`src/rtl/mcell_pkg.sv`:
```
package mcell_pkg;

    // Storage mode of the cell
    typedef enum logic [1:0] {
        MODE_COMB = 2'd0,
        MODE_DFF  = 2'd1,
        MODE_TFF  = 2'd2,
        MODE_PASS = 2'd3
    } mode_e;

    // Output-enable source
    typedef enum logic [2:0] {
        OE_OFF  = 3'd0,
        OE_ON   = 3'd1,
        OE_CT2  = 3'd2,
        OE_CT3  = 3'd3,
        OE_CT4  = 3'd4,
        OE_CT5  = 3'd5,
        OE_RSV6 = 3'd6,
        OE_RSV7 = 3'd7
    } oe_sel_e;

    // Register states
    typedef enum logic {
        Q_LOW  = 1'b0,
        Q_HIGH = 1'b1
    } qstate_e;

    // Transitions applied on a system edge
    typedef enum logic [2:0] {
        ACT_HOLD   = 3'd0,
        ACT_CLEAR  = 3'd1,
        ACT_SET    = 3'd2,
        ACT_LOAD   = 3'd3,
        ACT_TOGGLE = 3'd4
    } act_e;

    localparam int CT_COUNT  = 6;
    localparam int CT_PRESET = 0;
    localparam int CT_RESET  = 1;
    localparam int CT_CLK_LO = 2;
    localparam int CT_CLK_N  = 2;
    localparam int OE_SEL_W  = 3;

endpackage

```
`src/rtl/mcell_clk_pick.sv`:
```
module mcell_clk_pick #(
    parameter int N_GCLK = 4,
    parameter int N_CTCK = 2,
    parameter int SEL_W  = $clog2(N_GCLK + N_CTCK)
) (
    input  logic              clk,
    input  logic              rst_n,
    input  logic [N_GCLK-1:0] gclk,
    input  logic [N_CTCK-1:0] ctclk,
    input  logic [SEL_W-1:0]  sel,
    input  logic              fall,
    output logic              tick
);

    localparam int SRC_N = N_GCLK + N_CTCK;

    logic [SRC_N-1:0] edge_hit;

    // Global lines: edge direction chosen by fall
    for (genvar g = 0; g < N_GCLK; g++) begin : g_glob
        logic prev;
        always_ff @(posedge clk or negedge rst_n) begin
            if (!rst_n) prev <= 1'b0;
            else        prev <= gclk[g];
        end
        assign edge_hit[g] = fall ? (prev & ~gclk[g]) : (~prev & gclk[g]);
    end

    // Control-term clocks: rising only
    for (genvar c = 0; c < N_CTCK; c++) begin : g_ctck
        logic prev;
        always_ff @(posedge clk or negedge rst_n) begin
            if (!rst_n) prev <= 1'b0;
            else        prev <= ctclk[c];
        end
        assign edge_hit[N_GCLK + c] = ~prev & ctclk[c];
    end

    // Codes beyond the source count pick nothing
    always_comb begin
        tick = 1'b0;
        for (int i = 0; i < SRC_N; i++) begin
            if (sel == SEL_W'(i)) tick = edge_hit[i];
        end
    end

endmodule

```
`src/rtl/mcell_reg_fsm.sv`:
```
module mcell_reg_fsm
    import mcell_pkg::*;
(
    input  logic  clk,
    input  logic  rst_n,
    input  logic  tick,
    input  mode_e mode,
    input  logic  sum_in,
    input  logic  init_en,
    input  logic  ct_preset,
    input  logic  ct_reset,
    output logic  q
);

    qstate_e state, state_nx;
    act_e    act;

    // Transition choice: reset over preset over clocked update
    always_comb begin
        if (init_en && ct_reset)
            act = ACT_CLEAR;
        else if (init_en && ct_preset)
            act = ACT_SET;
        else if (tick && mode == MODE_DFF)
            act = ACT_LOAD;
        else if (tick && mode == MODE_TFF && sum_in)
            act = ACT_TOGGLE;
        else
            act = ACT_HOLD;
    end

    always_comb begin
        state_nx = state;
        unique case (state)
            Q_LOW: begin
                case (act)
                    ACT_SET:    state_nx = Q_HIGH;
                    ACT_TOGGLE: state_nx = Q_HIGH;
                    ACT_LOAD:   state_nx = sum_in ? Q_HIGH : Q_LOW;
                    default:    state_nx = Q_LOW;
                endcase
            end
            Q_HIGH: begin
                case (act)
                    ACT_CLEAR:  state_nx = Q_LOW;
                    ACT_TOGGLE: state_nx = Q_LOW;
                    ACT_LOAD:   state_nx = sum_in ? Q_HIGH : Q_LOW;
                    default:    state_nx = Q_HIGH;
                endcase
            end
        endcase
    end

    // State register
    always_ff @(posedge clk or negedge rst_n) begin
        if (!rst_n) state <= Q_LOW;
        else        state <= state_nx;
    end

    // Output decode
    always_comb begin
        unique case (state)
            Q_LOW:  q = 1'b0;
            Q_HIGH: q = 1'b1;
        endcase
    end

endmodule

```
`src/rtl/mcell_oe_ctl.sv`:
```
module mcell_oe_ctl
    import mcell_pkg::*;
(
    input  oe_sel_e             sel,
    input  logic [CT_COUNT-1:0] ct,
    input  logic                gts_en,
    input  logic                gts_n,
    output logic                oe
);

    logic oe_local;
    logic gts_kill;

    always_comb begin
        unique case (sel)
            OE_OFF:  oe_local = 1'b0;
            OE_ON:   oe_local = 1'b1;
            OE_CT2:  oe_local = ct[2];
            OE_CT3:  oe_local = ct[3];
            OE_CT4:  oe_local = ct[4];
            OE_CT5:  oe_local = ct[5];
            OE_RSV6: oe_local = 1'b0;
            OE_RSV7: oe_local = 1'b0;
        endcase
    end

    assign gts_kill = gts_en & ~gts_n;
    assign oe       = oe_local & ~gts_kill;

endmodule

```
`src/rtl/mcell_top.sv`:
```
module mcell_top
    import mcell_pkg::*;
#(
    parameter int N_GCLK = 4,
    localparam int CLK_SEL_W = $clog2(N_GCLK + CT_CLK_N)
) (
    input  logic                 clk,
    input  logic                 rst_n,
    input  logic                 sum_in,
    input  logic [N_GCLK-1:0]    gclk,
    input  logic [CT_COUNT-1:0]  ct,
    input  logic                 gts_en,
    input  logic                 gts_n,
    input  logic                 pad_in,
    input  logic [1:0]           cfg_mode,
    input  logic [CLK_SEL_W-1:0] cfg_clk_sel,
    input  logic                 cfg_clk_fall,
    input  logic                 cfg_init_en,
    input  logic [OE_SEL_W-1:0]  cfg_oe_sel,
    output logic                 mc_fb,
    output logic                 pad_out,
    output logic                 pad_oe,
    output logic                 pad_fb
);

    mode_e mode;
    logic  tick;
    logic  reg_q;
    logic  registered;

    assign mode = mode_e'(cfg_mode);

    mcell_clk_pick #(
        .N_GCLK (N_GCLK),
        .N_CTCK (CT_CLK_N),
        .SEL_W  (CLK_SEL_W)
    ) u_clk (
        .clk    (clk),
        .rst_n  (rst_n),
        .gclk   (gclk),
        .ctclk  (ct[CT_CLK_LO +: CT_CLK_N]),
        .sel    (cfg_clk_sel),
        .fall   (cfg_clk_fall),
        .tick   (tick)
    );

    mcell_reg_fsm u_reg (
        .clk       (clk),
        .rst_n     (rst_n),
        .tick      (tick),
        .mode      (mode),
        .sum_in    (sum_in),
        .init_en   (cfg_init_en),
        .ct_preset (ct[CT_PRESET]),
        .ct_reset  (ct[CT_RESET]),
        .q         (reg_q)
    );

    mcell_oe_ctl u_oe (
        .sel    (oe_sel_e'(cfg_oe_sel)),
        .ct     (ct),
        .gts_en (gts_en),
        .gts_n  (gts_n),
        .oe     (pad_oe)
    );

    // Feedback ahead of the driver, then the pad model
    assign registered = (mode == MODE_DFF) || (mode == MODE_TFF);
    assign mc_fb      = registered ? reg_q : sum_in;
    assign pad_out    = mc_fb;
    assign pad_fb     = pad_oe ? pad_out : pad_in;

endmodule

```
`config.mk`:
```
export PLATFORM = sky130hd
export DESIGN_NAME = mcell_top
export DESIGN_NICKNAME = d
export VERILOG_FILES = /design/src/rtl/mcell_pkg.sv /design/src/rtl/mcell_clk_pick.sv /design/src/rtl/mcell_reg_fsm.sv /design/src/rtl/mcell_oe_ctl.sv /design/src/rtl/mcell_top.sv
export SDC_FILE = /design/constraint.sdc
export NUM_CORES = 1
export LEC_CHECK = 0
export BUFFER_PORTS_ARGS = -buffer_cell sky130_fd_sc_hd__buf_2
export CAP_MARGIN = 20
export CELL_PAD_IN_SITES_DETAIL_PLACEMENT = 2
export CELL_PAD_IN_SITES_GLOBAL_PLACEMENT = 2
export CORE_ASPECT_RATIO = 0.6
export CORE_UTILIZATION = 21
export CTS_BUF_LIST = sky130_fd_sc_hd__clkbuf_16
export DETAILED_ROUTE_END_ITERATION = 8
export HOLD_SLACK_MARGIN = 0.02
export PLACE_DENSITY = 0.74
export SYNTH_ARGS = -nofsm -noshare
export SYNTH_HDL_FRONTEND = slang
export SYNTH_SLANG_ARGS = --single-unit
```
`constraint.sdc`:
```
create_clock -name clk -period 1.8 [get_ports clk]
set_input_delay 0.36 -clock clk [delete_from_list [all_inputs] [get_ports clk]]
set_output_delay 0.36 -clock clk [all_outputs]
set_load 0.03 [all_outputs]
```
======== After elaboration in Yosys (flattened, before gate mapping) ========
Index checks and enable logic that the tools add are counted.
operators by class
  bitwise gates (word level) .............. 25
  mux-type cells .......................... 22
  eq/ne operators ......................... 18
  reduce and logical (&&, ||, !) cells .... 11
operator list
  operator              number
  $eq A3 B3 Y1 const B  7
  $eq A3 B2 Y1 const B  6
  $mux W1               13
  $not A1 Y1            13
  $and A1 B1 Y1         12
  $mux W3               4
  $eq A3 B1 Y1 const B  3
  $pmux W1 S2           4
  $logic_not A3 Y1      2
  $pmux W1 S6           1
  $logic_and A1 B1 Y1   5
  $reduce_or A2 Y1      2
  $reduce_or A3 Y1      1
  $eq A2 B1 Y1 const B  1
  $eq A2 B2 Y1 const B  1
  $logic_or A1 B1 Y1    1
storage, ports and cells
  output and inout port bits .............. 4
  bits in registers ....................... 7

======== Longest topological paths before layout ========
  depth in word-level cells ............... 19
  depth in mapped cells ................... 6
  gate-level depth less buffers ........... 6

======== Modules after synthesis ========
From an unflattened synthesis, not the netlist that was laid out.
second synthesis, totals
  cell total of the unflattened synthesis .. 49
  area, all modules ....................... 469.2 µm²
by module, submodules not included
  module          sequential area each (µm²)  cells an instance  instances  area each (µm²)
  mcell_clk_pick  150.1                       27                 1          281.5
  mcell_reg_fsm   25.0                        10                 1          86.3
  mcell_oe_ctl    0.0                         8                  1          55.1
  mcell_top       0.0                         4                  1          46.3

======== Worst setup path before layout ========
No wires, ideal clock.
  path type ............................... input port to output port
  start ................................... input ct[3]
  end ..................................... output pad_fb
  arrival time ............................ 1.945 ns
  required time ........................... 1.440 ns
  buffers on the path ..................... 0
  stages on the path ...................... 5
  setup slack ............................. -0.505 ns
  cells stage by stage .................... inv_1 > a21oi_1 > a21oi_1 > a221oi_1 > mux2_2
on the way
  cells in the longest elaborated chain, start to end .. 3
RTL lines
  what           line                RTL
  from (decl)    mcell_top.sv:11     input logic [CT_COUNT-1:0] ct,
  $pmux W1 S6    mcell_oe_ctl.sv:15  unique case (sel)
  $and A1 B1 Y1  mcell_oe_ctl.sv:28  assign oe = oe_local & ~gts_kill;
  via pad_oe     mcell_top.sv:22     output logic pad_oe,
  $mux W1        mcell_top.sv:71     assign pad_fb = pad_oe ? pad_out : pad_in;
  to (decl)      mcell_top.sv:23     output logic pad_fb
The timed path passes the listed nets, and every way through them passes these cells.

======== Worst setup path after layout ========
  start ................................... input cfg_oe_sel[1]
  end ..................................... output pad_fb
on the way
  cells in the longest elaborated chain, start to end .. 5
  elaborated cells between the ends (all ways) .. 12
  classes of those cells .................. eq/ne: 7; mux: 2; bitwise: 1; reduce/logical: 2
RTL lines
  what                                                     line                RTL
  from (decl)                                              mcell_top.sv:19     input logic [OE_SEL_W-1:0] cfg_oe_sel,
  $eq A3 B3 Y1 / $logic_not A3 Y1 (equally long branches)  mcell_oe_ctl.sv:15
  $reduce_or A3 Y1 (no source line)                        --
  $pmux W1 S6 *                                            mcell_oe_ctl.sv:15
  $and A1 B1 Y1 *                                          mcell_oe_ctl.sv:28
  $mux W1 *                                                mcell_top.sv:71
Every way passes the cells marked *; elsewhere a longest branch is shown, timed or not.

==> qor.yml <==
placement:
  gp_congestion: 0.6767
  io_buffers: 29
  post-dp-hpwl_um: 1431
  dpl.cell_count: 107
run_status:
  violations: "setup timing"
  status: "finished, violations left"
synth:
  muxShareOfSynthArea_pct: 2.356
  synth_top_cell_by_area: "dfrtp_1"
  synth-xor-area-share_pct: 0
  ys_seq_area_share_pct: 36.65
  netlist-cell-type-count: 24
  synth_top_family_by_area: "simple AND/OR/NAND/NOR gates"
  synth_compound_area_share_pct: 22.51
  synth_fa_ha_area_share_pct: 5.236
  yosys.area_share.simple_pct: 26.96
  yosys_register_bits: 7
  yosys_warnings: 0
  postSynthAreaPerCell_sq_um: 9.559
  synth_area_sq_um: 478.0
  synth_top_area_share_pct: 36.65
  synth_cells: 50
  synth_area_leaders: "dfrtp_1 37%, a221oi_1 5.5%, a311oi_1 5.5%, ha_1 5.2%, inv_1 4.7%"
  syn_nets: 78
global_routing:
  grt_pass1_vias: 621
  grt_max_degree: 9
  grt_overflow: 0
  antenna_found_initial: 0
  grt_usage_pct: 16.85
  grt_pass1_wl_um: 2891
drt:
  route.detailed.drc: 0
  postRouteAntennaNets: 0
  vias: 539
  wirelength_um: 1897
  drt_iter0_drc: 8
  avgViaCountPerCell: 4.770
  wl_per_cell_um: 16.79
  first_pass_iters: 4
timing:
  setup_viol_count_final: 1
  slew_headroom_pct: 73.55
  max_freq_ghz: 0.5554
  slew_viol_final: 0
  setup_slack_ns: -0.0005380
  rsz0062_at_grt: "yes"
  fin_tns_setup_ns: -0.0005380
  fin_crit_ns: 1.801
  fin_skew_ns: 0.0004644
  worst_pin_slew_ns: 0.3940
  post-route-period-util_pct: 100.0
  hold_viol: 0
power:
  powerDensity_nw_per_um2: 859.4
  leakagePower_nw: 0.4158
  ir_worst_vdd_mv: 0.4814
setup_path:
  end_kind: "primary output"
  path_common_cell: "a21oi_2"
  critical-path-max-stage-delay_ns: 0.34
  cpMaxStageDelayCell: "mux2_4"
  worst-path-max-fanout: 3
  start_kind: "primary input"
  cp_cell_sequence: "buf_8 > a21oi_2 > a21oi_2 > a221oi_4 > mux2_4 > buf_6"
  critical_path_required_ns: 1.44
  crit_type: "primary input to primary output"
  worstPathArrival_ns: 1.44
hold_path:
  hp-class: "primary input to register"
floorplanning:
  die_h_um: 38.96
  rows: 12
  ios: 30
  initial_utilization_pct: 23.93
  core_sq_um: 1997
  die-area_sq_um: 2477
  die_w_um: 63.59
cts:
  clk_pin_slew_ns: 0.04
  clockRootBuffer: "clkbuf_16"
  cts_sinks: 7
  cts_inserted_buffers: 3
  cts-htree-levels: 1
  insertion_delay_ns: 0.23
  max-clock-path-buffers: 2
  tritoncts: "built"
cells_and_area:
  fin_nets: 114
  diodes: 0
  seq_area_sq_um: 175.2
  drive_above_1_share_pct: 52.94
  multi_input_area_sq_um: 337.8
  fill_cells: 216
  syn2layout_area_growth_pct: 78.80
  final_cells: 113
run:
  cap_viol_max_count: 0
critical path: cells and delay by family:
family / cells / cell delay, ns
buffers and inverters: 2 / 0.25
multiplexers: 1 / 0.34
AO/OA/AOI/OAI: 3 / 0.49
what timing repair did:
item / 4_1_cts / 5_1_grt
endpoints found under the setup margin: 1 / 1
hold buffers: 1 / 0
buffers inserted: 1 / 0
pin swaps: 2 / 5
endpoints found under the hold margin: 7 / 0
resized for setup: 6 / 13
sequential cells by signal, summed over array words and instances, names as in the netlist:
signal,flops
u_clk.g_ctck.prev,2
u_clk.g_glob.prev,4
u_reg.state,1
placed cells by master, fill, tap and decap left out, types with 2 or more instances in the layout:
cell / n
a21oi_2: 2
inv_1: 6
clkbuf_16: 3
ha_1: 2
buf_6: 4
a311oi_1: 2
nor2_1: 3
a221oi_1: 2
nand2_1: 3
and3b_1: 2
dfrtp_1: 7
buf_4: 2
buf_2: 24
nor3b_1: 2
logic make-up (layout without fill, tap and decap cells):
logic type      Yosys count  in the layout
compound gates           14             14
fa+ha+maj                 2              2
buf+inv                   7             42
flops                     7              7
mux                       1              1
simple gates             19             19
final timing paths:
kind                                       from                    to  slack, ns  depth (start not counted)
hold reg to reg                     u_reg.state           u_reg.state       0.67                          2
max in group asynchronous                 rst_n           u_reg.state       1.14                          2
setup / recovery                  cfg_oe_sel[1]                pad_fb    -0.0005                          6
hold / removal                            ct[3]  u_clk.g_ctck[1].prev       0.24                          1
setup reg to reg           u_clk.g_ctck[0].prev           u_reg.state       0.25                          5
min in group asynchronous                 rst_n  u_clk.g_ctck[1].prev       0.50                          2
cell usage after synthesis:
master	n
o21ai_1	1
nor2b_1	1
and2_1	1
and4bb_1	1
and4_1	1
ha_1	2
buf_4	1
nor4b_1	1
o211a_1	1
a221oi_1	3
nor2_1	4
o21ai_0	1
and3b_1	2
a21oi_1	3
inv_1	6
nor4b_2	1
a211oi_1	1
dfrtp_1	7
nor3b_1	2
nand2_1	4
a211oi_2	1
or3b_1	1
mux2_2	1
a311oi_1	3
through the flow:
step	hold WS [ns]	utilization (%)	area [sq um]	total power [W]	setup WS (ns)
final	0.2373	42.79	854.6	0.0007344	-0.0005380
after global routing	0.2351	42.79	854.6	0.0007670	-0.04487
after CTS	0.2597	40.16	802.0	0.0007311	0.001055
after detailed placement	0.2117	34.21	683.2	0.0003356	-0.09415
after global placement	0.2019	34.21	683.2	0.0003277	-0.04728
after floorplan	0.06441	-	503.0	0.0002685	0.01288
report_power, final:
| part | internal, W | switching, W | leakage, nW |
|---|---|---|---|
| registers | 0.000169 | 0.00000545 | 0.0817 |
| logic | 0.0000844 | 0.000102 | 0.292 |
| clock network | 0.000289 | 0.0000843 | 0.0423 |
routing by layer:
metal / part of all wire (%) / track usage [%]
met1: 43 / 16.70
met2: 52 / 34.04
met3: 4.5 / 5.294
met4: 0.53 / 6.818
met5: 0 / 0
area by class of cell:
type	instances	share of cell area, %
multi-input combinational	36	39.53
tap	28	4.100
sequential	7	20.50
clock inverter	1	0.4392
inverter	6	2.635
timing repair buffer	32	24.01
clock buffer	3	8.785
Note: power is estimated with default switching activity, not from simulation.
